--- src/rtl/thr_pkg.sv ---
package thr_pkg;
  localparam int unsigned FIELD_W = 8;
  localparam int unsigned WORD_W  = 2 * FIELD_W;
  localparam int unsigned NUM_WORDS = 2;

  typedef logic [FIELD_W-1:0] code_t;
  typedef logic [WORD_W-1:0]  word_t;

  typedef struct packed {
    code_t fall;
    code_t rise;
    logic  odd;
  } trip_t;
endpackage

--- src/rtl/thr_decode.sv ---
module thr_decode
  import thr_pkg::*;
(
  input  word_t word_in,
  output trip_t trip_out
);
  code_t hyst;
  code_t ctr;

  always_comb begin
    hyst = word_in[WORD_W-1:FIELD_W];
    ctr  = word_in[FIELD_W-1:0];
    trip_out.rise = FIELD_W'(({1'b0, ctr} + {1'b0, hyst}) >> 1);
    if (ctr >= hyst) trip_out.fall = (ctr - hyst) >> 1;
    else             trip_out.fall = '0;
    trip_out.odd = hyst[0];
  end
endmodule

--- src/rtl/thr_channel.sv ---
module thr_channel
  import thr_pkg::*;
(
  input  logic  clk,
  input  logic  rst,
  input  logic  upd_en,
  input  code_t code,
  input  code_t fall,
  input  code_t rise,
  output logic  sense_q
);
  always_ff @(posedge clk) begin
    if (rst) begin
      sense_q <= 1'b0;
    end else if (upd_en) begin
      if (code >= rise)      sense_q <= 1'b1;
      else if (code <= fall) sense_q <= 1'b0;
    end
  end
endmodule

--- src/rtl/thr_lock_ctrl.sv ---
module thr_lock_ctrl (
  input  logic clk,
  input  logic rst,
  input  logic odd_in,
  output logic upd_en,
  output logic locked_q
);
  always_ff @(posedge clk) begin
    if (rst)         locked_q <= 1'b0;
    else if (odd_in) locked_q <= 1'b1;
  end

  assign upd_en = !locked_q && !odd_in;
endmodule

--- src/rtl/thr_cmp_bank.sv ---
module thr_cmp_bank
  import thr_pkg::*;
#(
  parameter int unsigned NUM_CH    = 32,
  parameter int unsigned BANK_SIZE = 8
) (
  input  logic                              clk,
  input  logic                              rst,
  input  logic [NUM_CH*FIELD_W-1:0]         vin_codes,
  input  logic [(NUM_CH/BANK_SIZE)-1:0]     mode_sel,
  input  logic [WORD_W-1:0]                 gnd_word,
  input  logic [WORD_W-1:0]                 sup_word,
  output logic [NUM_CH-1:0]                 sense,
  output logic                              locked
);
  localparam int unsigned NUM_BANKS = NUM_CH / BANK_SIZE;

  word_t words [NUM_WORDS];
  trip_t trips [NUM_WORDS];
  logic [NUM_WORDS-1:0] odd_vec;
  logic odd_any;
  logic upd_en;

  logic [NUM_CH-1:0][FIELD_W-1:0] ch_code;
  logic [NUM_CH-1:0][FIELD_W-1:0] ch_fall;
  logic [NUM_CH-1:0][FIELD_W-1:0] ch_rise;

  assign words[0] = gnd_word;
  assign words[1] = sup_word;

  for (genvar w = 0; w < NUM_WORDS; w++) begin : g_dec
    thr_decode u_dec (
      .word_in (words[w]),
      .trip_out(trips[w])
    );
    assign odd_vec[w] = trips[w].odd;
  end

  assign odd_any = |odd_vec;

  thr_lock_ctrl u_lock (
    .clk     (clk),
    .rst     (rst),
    .odd_in  (odd_any),
    .upd_en  (upd_en),
    .locked_q(locked)
  );

  for (genvar i = 0; i < NUM_CH; i++) begin : g_ch
    localparam int unsigned BANK = i / BANK_SIZE;
    assign ch_code[i] = vin_codes[i*FIELD_W +: FIELD_W];
    assign ch_fall[i] = mode_sel[BANK] ? trips[1].fall : trips[0].fall;
    assign ch_rise[i] = mode_sel[BANK] ? trips[1].rise : trips[0].rise;

    thr_channel u_ch (
      .clk    (clk),
      .rst    (rst),
      .upd_en (upd_en),
      .code   (ch_code[i]),
      .fall   (ch_fall[i]),
      .rise   (ch_rise[i]),
      .sense_q(sense[i])
    );
  end

  if (NUM_BANKS * BANK_SIZE != NUM_CH) begin : g_bad_cfg
    initial $error("NUM_CH must be a multiple of BANK_SIZE");
  end
endmodule

--- config.mk ---
export PLATFORM = sky130hd
export DESIGN_NAME = thr_cmp_bank
export DESIGN_NICKNAME = d
export VERILOG_FILES = /design/src/rtl/thr_pkg.sv /design/src/rtl/thr_decode.sv /design/src/rtl/thr_channel.sv /design/src/rtl/thr_lock_ctrl.sv /design/src/rtl/thr_cmp_bank.sv
export SDC_FILE = /design/constraint.sdc
export NUM_CORES = 1
export LEC_CHECK = 0
export CORE_UTILIZATION = 52
export DETAILED_ROUTE_END_ITERATION = 8
export DONT_BUFFER_PORTS = 1
export PLACE_DENSITY = 0.67
export SYNTH_ARGS = -nofsm -noshare
export SYNTH_HDL_FRONTEND = slang
export SYNTH_SLANG_ARGS = --single-unit
--- constraint.sdc ---
create_clock -name clk -period 9.84 [get_ports clk]
set_input_delay 1.968 -clock clk [delete_from_list [all_inputs] [get_ports clk]]
set_output_delay 1.968 -clock clk [all_outputs]
set_load 0.05 [all_outputs]
# Word level (Yosys, flattened, before mapping)
# Index checks and enable logic that the tools add are counted.
# totals
regBits,33
input_bits,294
output_inout_bits,33
wordCells,245
# classes
n_addsub,4
magnitude_cmp,66
mux,74
n_reduce_logical,68
# ops
operator,count
greater-or-equal comparator 8 bit,34
less-or-equal comparator 8 bit,32
2-to-1 mux 1 bit,64
2-to-1 mux 8 bit,8
AND reduction 2 bit,32
nonzero test 2 bit,32
adder 8 x 8 -> 9 bit,2
subtractor 8 bit,2
2-to-1 mux 7 bit,2
zero test 1 bit,2
OR reduction 2 bit,1
logical AND 1 bit,1

# Longest topological paths before layout
# Gate-level depths: netlist of the first run.
# depth
word_depth,6
ltp_mapped,17
mapped_depth_nobuf,17

# By module
# Synthesis of the first run repeated with hierarchy kept, for this count alone.
# hier_totals
cells_unflattened,2051
area_unflattened_um2,15825.2
# modules_own_cells
module,instances,cells_per_inst,area_each_um2,seq_area_each_um2
thr_channel,32,55,411.6,20.0
thr_cmp_bank,1,73,1002.2,0.0
thr_decode at g_dec[1].u_dec,1,112,835.8,0.0
thr_decode at g_dec[0].u_dec,1,103,780.7,0.0
thr_lock_ctrl,1,3,33.8,20.0

# Worst setup path before layout of the first run
# OpenSTA, ideal clock, no wires.
# synth_timing
kind,input port to flip-flop
startpoint,input port gnd_word[10]
endpoint,register g_ch[26].u_ch.sense_q
setup_time_ps,128
arrival_ps,5383
path_slack_ps,4329
cell_stages,16
cell_sequence,inv_1 ha_1 buf_6 and3b_1 o21a_2 or4_1 a31oi_1 mux2i_1 nor2_2 mux2i_1 ha_1 and4b_1 a2111oi_0 a41oi_1 mux2i_1 o22ai_1
# synth_between
elab_chain_len,6
elab_cells_between_ends,11
cone_classes,add/sub: 2; order compare: 3; mux: 4; reduce/logical: 2
# synth_lines
item,line_no,source
"start, declared",thr_cmp_bank.sv:11,"input logic [WORD_W-1:0] gnd_word,"
subtractor 8 bit / greater-or-equal comparator 8 bit (equally long branches),thr_decode.sv:14,if (ctr >= hyst) trip_out.fall = (ctr - hyst) >> 1;
2-to-1 mux 7 bit,thr_decode.sv:14,
2-to-1 mux 8 bit,thr_cmp_bank.sv:52,assign ch_fall[i] = mode_sel[BANK] ? trips[1].fall : trips[0].fall;
less-or-equal comparator 8 bit,thr_channel.sv:17,else if (code <= fall) sense_q <= 1'b0;
nonzero test 2 bit (no source line),--,
AND reduction 2 bit (no source line),--,
"end signal, assigned",thr_channel.sv:14,sense_q <= 1'b0;
"end signal, assigned",thr_channel.sv:16,if (code >= rise) sense_q <= 1'b1;
"end signal, assigned",thr_channel.sv:17,
"end, declared",thr_channel.sv:10,output logic sense_q
# Parallel ways exist; a longest one is shown, timed or not.
# A chain may end at the register's enable or synchronous reset.

# Worst setup path after layout of the first run
# layout_timing
startpoint,input port sup_word[11]
endpoint,register g_ch[17].u_ch.sense_q
# layout_between
elab_chain_len,6
elab_cells_between_ends,11
cone_classes,add/sub: 2; order compare: 3; mux: 4; reduce/logical: 2
# layout_lines
item,line_no,source
"start, declared",thr_cmp_bank.sv:12,"input logic [WORD_W-1:0] sup_word,"
subtractor 8 bit / greater-or-equal comparator 8 bit (equally long branches),thr_decode.sv:14,
2-to-1 mux 7 bit,thr_decode.sv:14,
2-to-1 mux 8 bit,thr_cmp_bank.sv:52,
less-or-equal comparator 8 bit,thr_channel.sv:17,
nonzero test 2 bit (no source line),--,
AND reduction 2 bit (no source line),--,
"end signal, assigned",thr_channel.sv:14,
"end signal, assigned",thr_channel.sv:16,
"end signal, assigned",thr_channel.sv:17,
"end, declared",thr_channel.sv:10,
# Parallel ways exist; a longest one is shown, timed or not.

==> impl_metrics.toml, run 1 <==
[clock_network]
clk-insertion-delay-late_ps = 310
cts_hold_buffers = 0
cts_resized = 0
cts_buffers = 5
cts_setup_buffers = 0
clk_path_buf_depth = 2
cts.reportedPaths.clkPinSlew_ps = 70
htreeDepth = 2
root_buffer = "clkbuf_16"
cts_tree = "built"
clock-sinks = 33

[synthesis]
synthMuxAreaShare_pct = 5.01
synth_cells = 1704
ys_warn_count = 0
yosys_register_bits = 33
synth_xor_area_share_pct = 1.28
yosys.area.top_type = "ha_1"
synth.distinct_cells = 66
yosysSeqAreaShare_pct = 4.59
synthDominantCellAreaShare_pct = 41.7
synth_edf_count = 0
synth_ff_type = "dfxtp_1"
synth_area_um2 = 14400
synthAdderAreaFrac_pct = 42.3
netlist_top_cells_area = "ha_1, a21oi_1, dfxtp_1, o21ai_0, mux2i_1"
syn_nets = 2482
synth_simple_gate_area_share_pct = 14.0
synth_area_per_cell_um2 = 8.45
synthArstFlopShare_pct = 0
synth-compound-area-share_pct = 26.5
synth_top_family_by_area = "adder cells"

[sta]
setup_tns_ps = 0
finalSetupViolCount = 0
timing.slew.headroom_pct = 11.3
skew_ps = 5.85
fin_crit_ps = 6240
worst_slack_ps = 3600
drv_slew = 0
hold_viol = 0
worst_slew_pin_slew_ps = 1290
post-route-period-util_pct = 63.4
rsz0062_at_grt = "false"
clock.fmax_mhz = 160

[floorplan]
die_height_um = 168
die_w_um = 168
start_util_pct = 53.3
pin_count = 327
dieArea_um2 = 28400
rows = 60
core_um2 = 27000

[global_routing]
gr-total-overflow = 0
grt.total_usage_pct = 32.2
antenna_found_initial = 0
grt_max_degree = 66
grt_pass1_wl_um = 70900
grt_pass1_vias = 13100

[placed_design]
pre_cts_ws_ps = 3330
dp_hpwl_um = 36300
gp_congestion = 0.964
placed_cell_area_um2 = 14500
portBuffers = 0

[setup_path]
end_kind = "register"
slowest_delay_ps = 1010
ff2ff_path_depth = 5
critical-path-top-delay-family = "compound AO/OA/AOI/OAI gates"
critical_path_class = "input port to register"
start_kind = "input port"
timing.rr.end = "g_ch[10].u_ch.sense_q"
worstReg2RegStart = "u_lock.locked_q"
critPathSlowestCell = "mux2i_1"
cp_cell_sequence = "inv_1, ha_1, inv_1, a22oi_1, o21ai_0, and2_0, nor2_1, mux2i_1, ha_1, a21o_1, a31o_2, a2111oi_0, a41oi_1, mux2i_1, o22ai_1"
crit_buf_inv = 2
cp.required_ps = 10030
cp.arrival_ps = 6430
r2r_setup_slack_ps = 7700
crit_fanout = 8

[final_layout]
area_growth_pct = 1.94
fin_area_um2 = 14700
num-fill-cells = 2600
most-common-layout-cells = "ha_1, a21oi_1, inv_1"
drive_gt1_share_pct = 6.22
num_antenna_cells = 0
nets = 2449
layout_commonest_cell = "ha_1"

[drt]
drt_iter0_markers = 723
dr.pass1.iters = 6
route.detailed.drc = 0
viasPerCell = 6.71
ant_nets = 0
routedWlPerCell_um = 23.3
vias = 13500
drt_wl_total_um = 46900

[hold_path]
hold_path_end = "g_ch[25].u_ch.sense_q"
min_from = "g_ch[25].u_ch.sense_q"
hold_path.class = "register to register"
hold_path_depth = 2

[run]
maxCapViolCount = 0

[pwr]
p_int_mw = 0.780
pwr-share-comb_pct = 71.6
peakVddDrop_v = 0.0000716
p_sw_mw = 0.922
powerDensity_nw_per_um2 = 116
clockPowerShare_pct = 11.5
switching_share_pct = 54.2
p_leak_nw = 6.70
p_seq_share_pct = 17.0

[status]
outcome = "complete, no violations"
sequential cells by signal (all words and copies together) (netlist names):
signal / count
g_ch.u_ch.sense_q: 32
u_lock.locked_q: 1
cell families (layout without fill, tap and decap cells):
logic type,Yosys count,after routing
AO/OA/AOI/OAI,573,573
AND/OR/NAND/NOR,348,348
adder cells (fa/ha/maj),484,484
XOR/XNOR,21,21
buffers and inverters,176,144
flip-flops,33,33
multiplexers,69,69
per-stage QoR:
step | power [mW] | hold WS, ps | instances | util (%)
finish | 1.70 | 748 | 2013 | 54.3
global route | 1.88 | 763 | 2013 | 54.3
CTS | 1.69 | 751 | 2013 | 54.3
detailed placement | 1.49 | 741 | 2005 | 53.7
global placement | 1.44 | 738 | 2005 | 53.7
floorplan | 1.19 | 474 | 1704 | -
tightest hold or removal path, stage by stage, from the launching register on:
cell     delay (ps)
dfxtp_1         490
nand3_1         140
o22ai_1          70
how the worst max path moves through the flow:
stage	startpoint	to	slack, ps	depth (start not counted)
after floorplan	gnd_word[10]	g_ch[26].u_ch.sense_q	4330	16
after detailed placement	gnd_word[10]	g_ch[17].u_ch.sense_q	3330	15
after global placement	sup_word[11]	g_ch[21].u_ch.sense_q	3550	15
final	sup_word[11]	g_ch[17].u_ch.sense_q	3600	15
after global routing	sup_word[11]	g_ch[17].u_ch.sense_q	3220	15
after CTS	gnd_word[10]	g_ch[17].u_ch.sense_q	3630	15
area by class of cell:
cell class	count	area, um2	area share (%)
Clock buffer	7	153	1.04
Multi-Input combinational cell	1495	12800	87.4
Clock inverter	1	5.00	0.0341
Tap cell	341	427	2.91
Sequential cell	33	661	4.50
Timing Repair Buffer	25	188	1.28
Inverter	111	417	2.84
cell usage after synthesis, types with 29 or more instances:
cell type,instances
o21ai_0,99
nand2_1,85
dfxtp_1,33
ha_1,480
buf_4,33
a31o_2,29
o211ai_1,32
nor2_1,54
o2111ai_1,32
o22ai_1,60
nand3_1,34
and4b_1,32
a21oi_1,161
mux2i_1,45
a21o_1,43
inv_1,111
nor2b_1,33
per-layer routing:
| layer | wire length, um | GRT usage [%] | vias to the layer above |
|---|---|---|---|
| met4 | 1580 | 11.1 | 2 |
| met3 | 4270 | 8.39 | 112 |
| met5 | 5 | 0 | - |
| met2 | 21300 | 54.7 | 552 |
| li1 | - | - | 6576 |
| met1 | 19800 | 39.0 | 6265 |
power by group through the flow:
stage | sequential, mW | combinational (mW) | clock [mW]
6_report | 0.289 | 1.22 | 0.195
3_3_place_gp | 0.292 | 1.15 | 0
2_1_floorplan | 0.181 | 1.01 | 0
5_1_grt | 0.292 | 1.38 | 0.201
4_1_cts | 0.289 | 1.21 | 0.197
3_5_place_dp | 0.292 | 1.20 | 0
Note: power is estimated with default switching activity, not from simulation.
==> inputs of run 2 (changes only) <==
clock period = 5.95 ns   (was 9.84 ns; I/O delays follow)
==> run 2 against run 1 <==
Design area grew 0.15%. Combinational power increased by 66%. Count of clock-buffer cells in the layout is the same. Sequential share of layout area about the same. Via count rose by 0.62%. Critical path depth grew 1. Critical path type unchanged. Setup slack got worse by 3000 ps. Global-route usage is 0.22 points higher. Clock skew increased by 5.2 ps. Sequential cell count unchanged. Non-clock buffer count grew 3. Sequential power grew 66%.
==> impl_metrics.toml, run 2 (synthesis results as in run 1) <==
[status]
outcome = "complete, no violations"

[setup_path]
timing.rr.end = "g_ch[13].u_ch.sense_q"
cp.arrival_ps = 5550
cp_cell_sequence = "inv_1, ha_1, fa_1, nand2b_1, a22oi_1, o21ai_0, and2_0, nor2_1, mux2i_1, ha_1, a21o_1, a31o_2, a2111oi_0, a41oi_1, mux2i_1, o22ai_1"
start_kind = "input port"
cp.required_ps = 6150
crit_buf_inv = 1
critPathSlowestCell = "mux2i_1"
critical_path_class = "input port to register"
critical-path-top-delay-family = "compound AO/OA/AOI/OAI gates"
end_kind = "register"
crit_fanout = 8
slowest_delay_ps = 950
ff2ff_path_depth = 5
worstReg2RegStart = "u_lock.locked_q"
r2r_setup_slack_ps = 3810

[global_routing]
grt.total_usage_pct = 32.4
grt_max_degree = 66
grt_pass1_vias = 13400
gr-total-overflow = 0
grt_pass1_wl_um = 72100
antenna_found_initial = 0

[clock_network]
cts_buffers = 5
cts_resized = 0
clock-sinks = 33
htreeDepth = 2
cts_tree = "built"
root_buffer = "clkbuf_16"
cts_setup_buffers = 0
clk-insertion-delay-late_ps = 310
clk_path_buf_depth = 2
cts.reportedPaths.clkPinSlew_ps = 80
cts_hold_buffers = 0

[drt]
ant_nets = 0
drt_iter0_markers = 783
vias = 13600
dr.pass1.iters = 6
viasPerCell = 6.74
drt_wl_total_um = 46800
routedWlPerCell_um = 23.2
route.detailed.drc = 0

[sta]
drv_slew = 0
worst_slew_pin_slew_ps = 1230
holdWs_ps = 753
fin_crit_ps = 5350
hold_viol = 0
skew_ps = 11.0
timing.slew.headroom_pct = 15.4
finalSetupViolCount = 0
rsz0062_at_grt = "false"
worst_slack_ps = 596
clock.fmax_mhz = 187
post-route-period-util_pct = 90.0
setup_tns_ps = 0

[final_layout]
num_antenna_cells = 0
layout_commonest_cell = "ha_1"
regArea_um2 = 661
largestRegisters = "g_ch.u_ch.sense_q: 32 flops, u_lock.locked_q: 1 flops"
most-common-layout-cells = "ha_1, a21oi_1, inv_1"
largest_reg_flops = 32
regMostFlops = "g_ch.u_ch.sense_q"
fin_cells = 2016
num-fill-cells = 2573
multiInputGateArea_um2 = 12800
drive_gt1_share_pct = 6.39
nets = 2452
area_growth_pct = 2.09

[placed_design]
pre_cts_ws_ps = 396
gp_congestion = 0.929
dp_hpwl_um = 36100
portBuffers = 0
dp.cells = 2008

[hold_path]
hold_path.class = "register to register"
hold_path_end = "g_ch[30].u_ch.sense_q"
hold_path_depth = 2
min_from = "g_ch[30].u_ch.sense_q"

[run]
maxCapViolCount = 0

[floorplan]
rows = 60
start_util_pct = 53.3
die_height_um = 168
dieArea_um2 = 28400
pin_count = 327
core_um2 = 27000
die_w_um = 168

[pwr]
peakVddDrop_v = 0.000129
powerDensity_nw_per_um2 = 193
total_power_mw = 2.83
p_leak_nw = 6.71
run 2: worst max path at each step:
stage	startpoint	endpoint	slack, ps	cells after the start
6_report	sup_word[0]	g_ch[10].u_ch.sense_q	600	16
5_1_grt	sup_word[0]	g_ch[29].u_ch.sense_q	230	16
4_1_cts	sup_word[0]	g_ch[25].u_ch.sense_q	700	16
3_5_place_dp	sup_word[0]	g_ch[25].u_ch.sense_q	400	16
3_3_place_gp	gnd_word[13]	g_ch[29].u_ch.sense_q	530	15
2_1_floorplan	gnd_word[10]	g_ch[26].u_ch.sense_q	1220	16
run 2: cell type report:
cell class                      count  area share, %
Clock buffer                        7           1.04
Clock inverter                      1         0.0341
Inverter                          111           2.84
Multi-Input combinational cell   1495           87.3
Sequential cell                    33           4.50
Tap cell                          341           2.90
Timing Repair Buffer               28           1.43
run 2: layer usage:
metal	vias to the layer above	global-route usage (%)	routed length, um
li1	6591	-	-
met1	6336	39.4	19900
met2	558	55.0	21300
met3	104	8.35	4230
met4	2	11.1	1470
met5	-	0	5
run 2: where the power goes:
part	switching (mW)	internal, mW
Combinational	1.18	0.849
Sequential	0.212	0.267
Clock	0.149	0.179
run 2: per-stage QoR:
step                      util, %  area, um2
after floorplan                 -      14400
after global placement       53.8      14500
after detailed placement     53.8      14500
after CTS                    54.4      14700
after global routing         54.4      14700
final                        54.4      14700
run 2: tightest hold or removal path: cells and delay by family, from the launching register on:
kind            cells  cell delay (ps)
flops               1              500
simple gates        1              140
compound gates      1               70
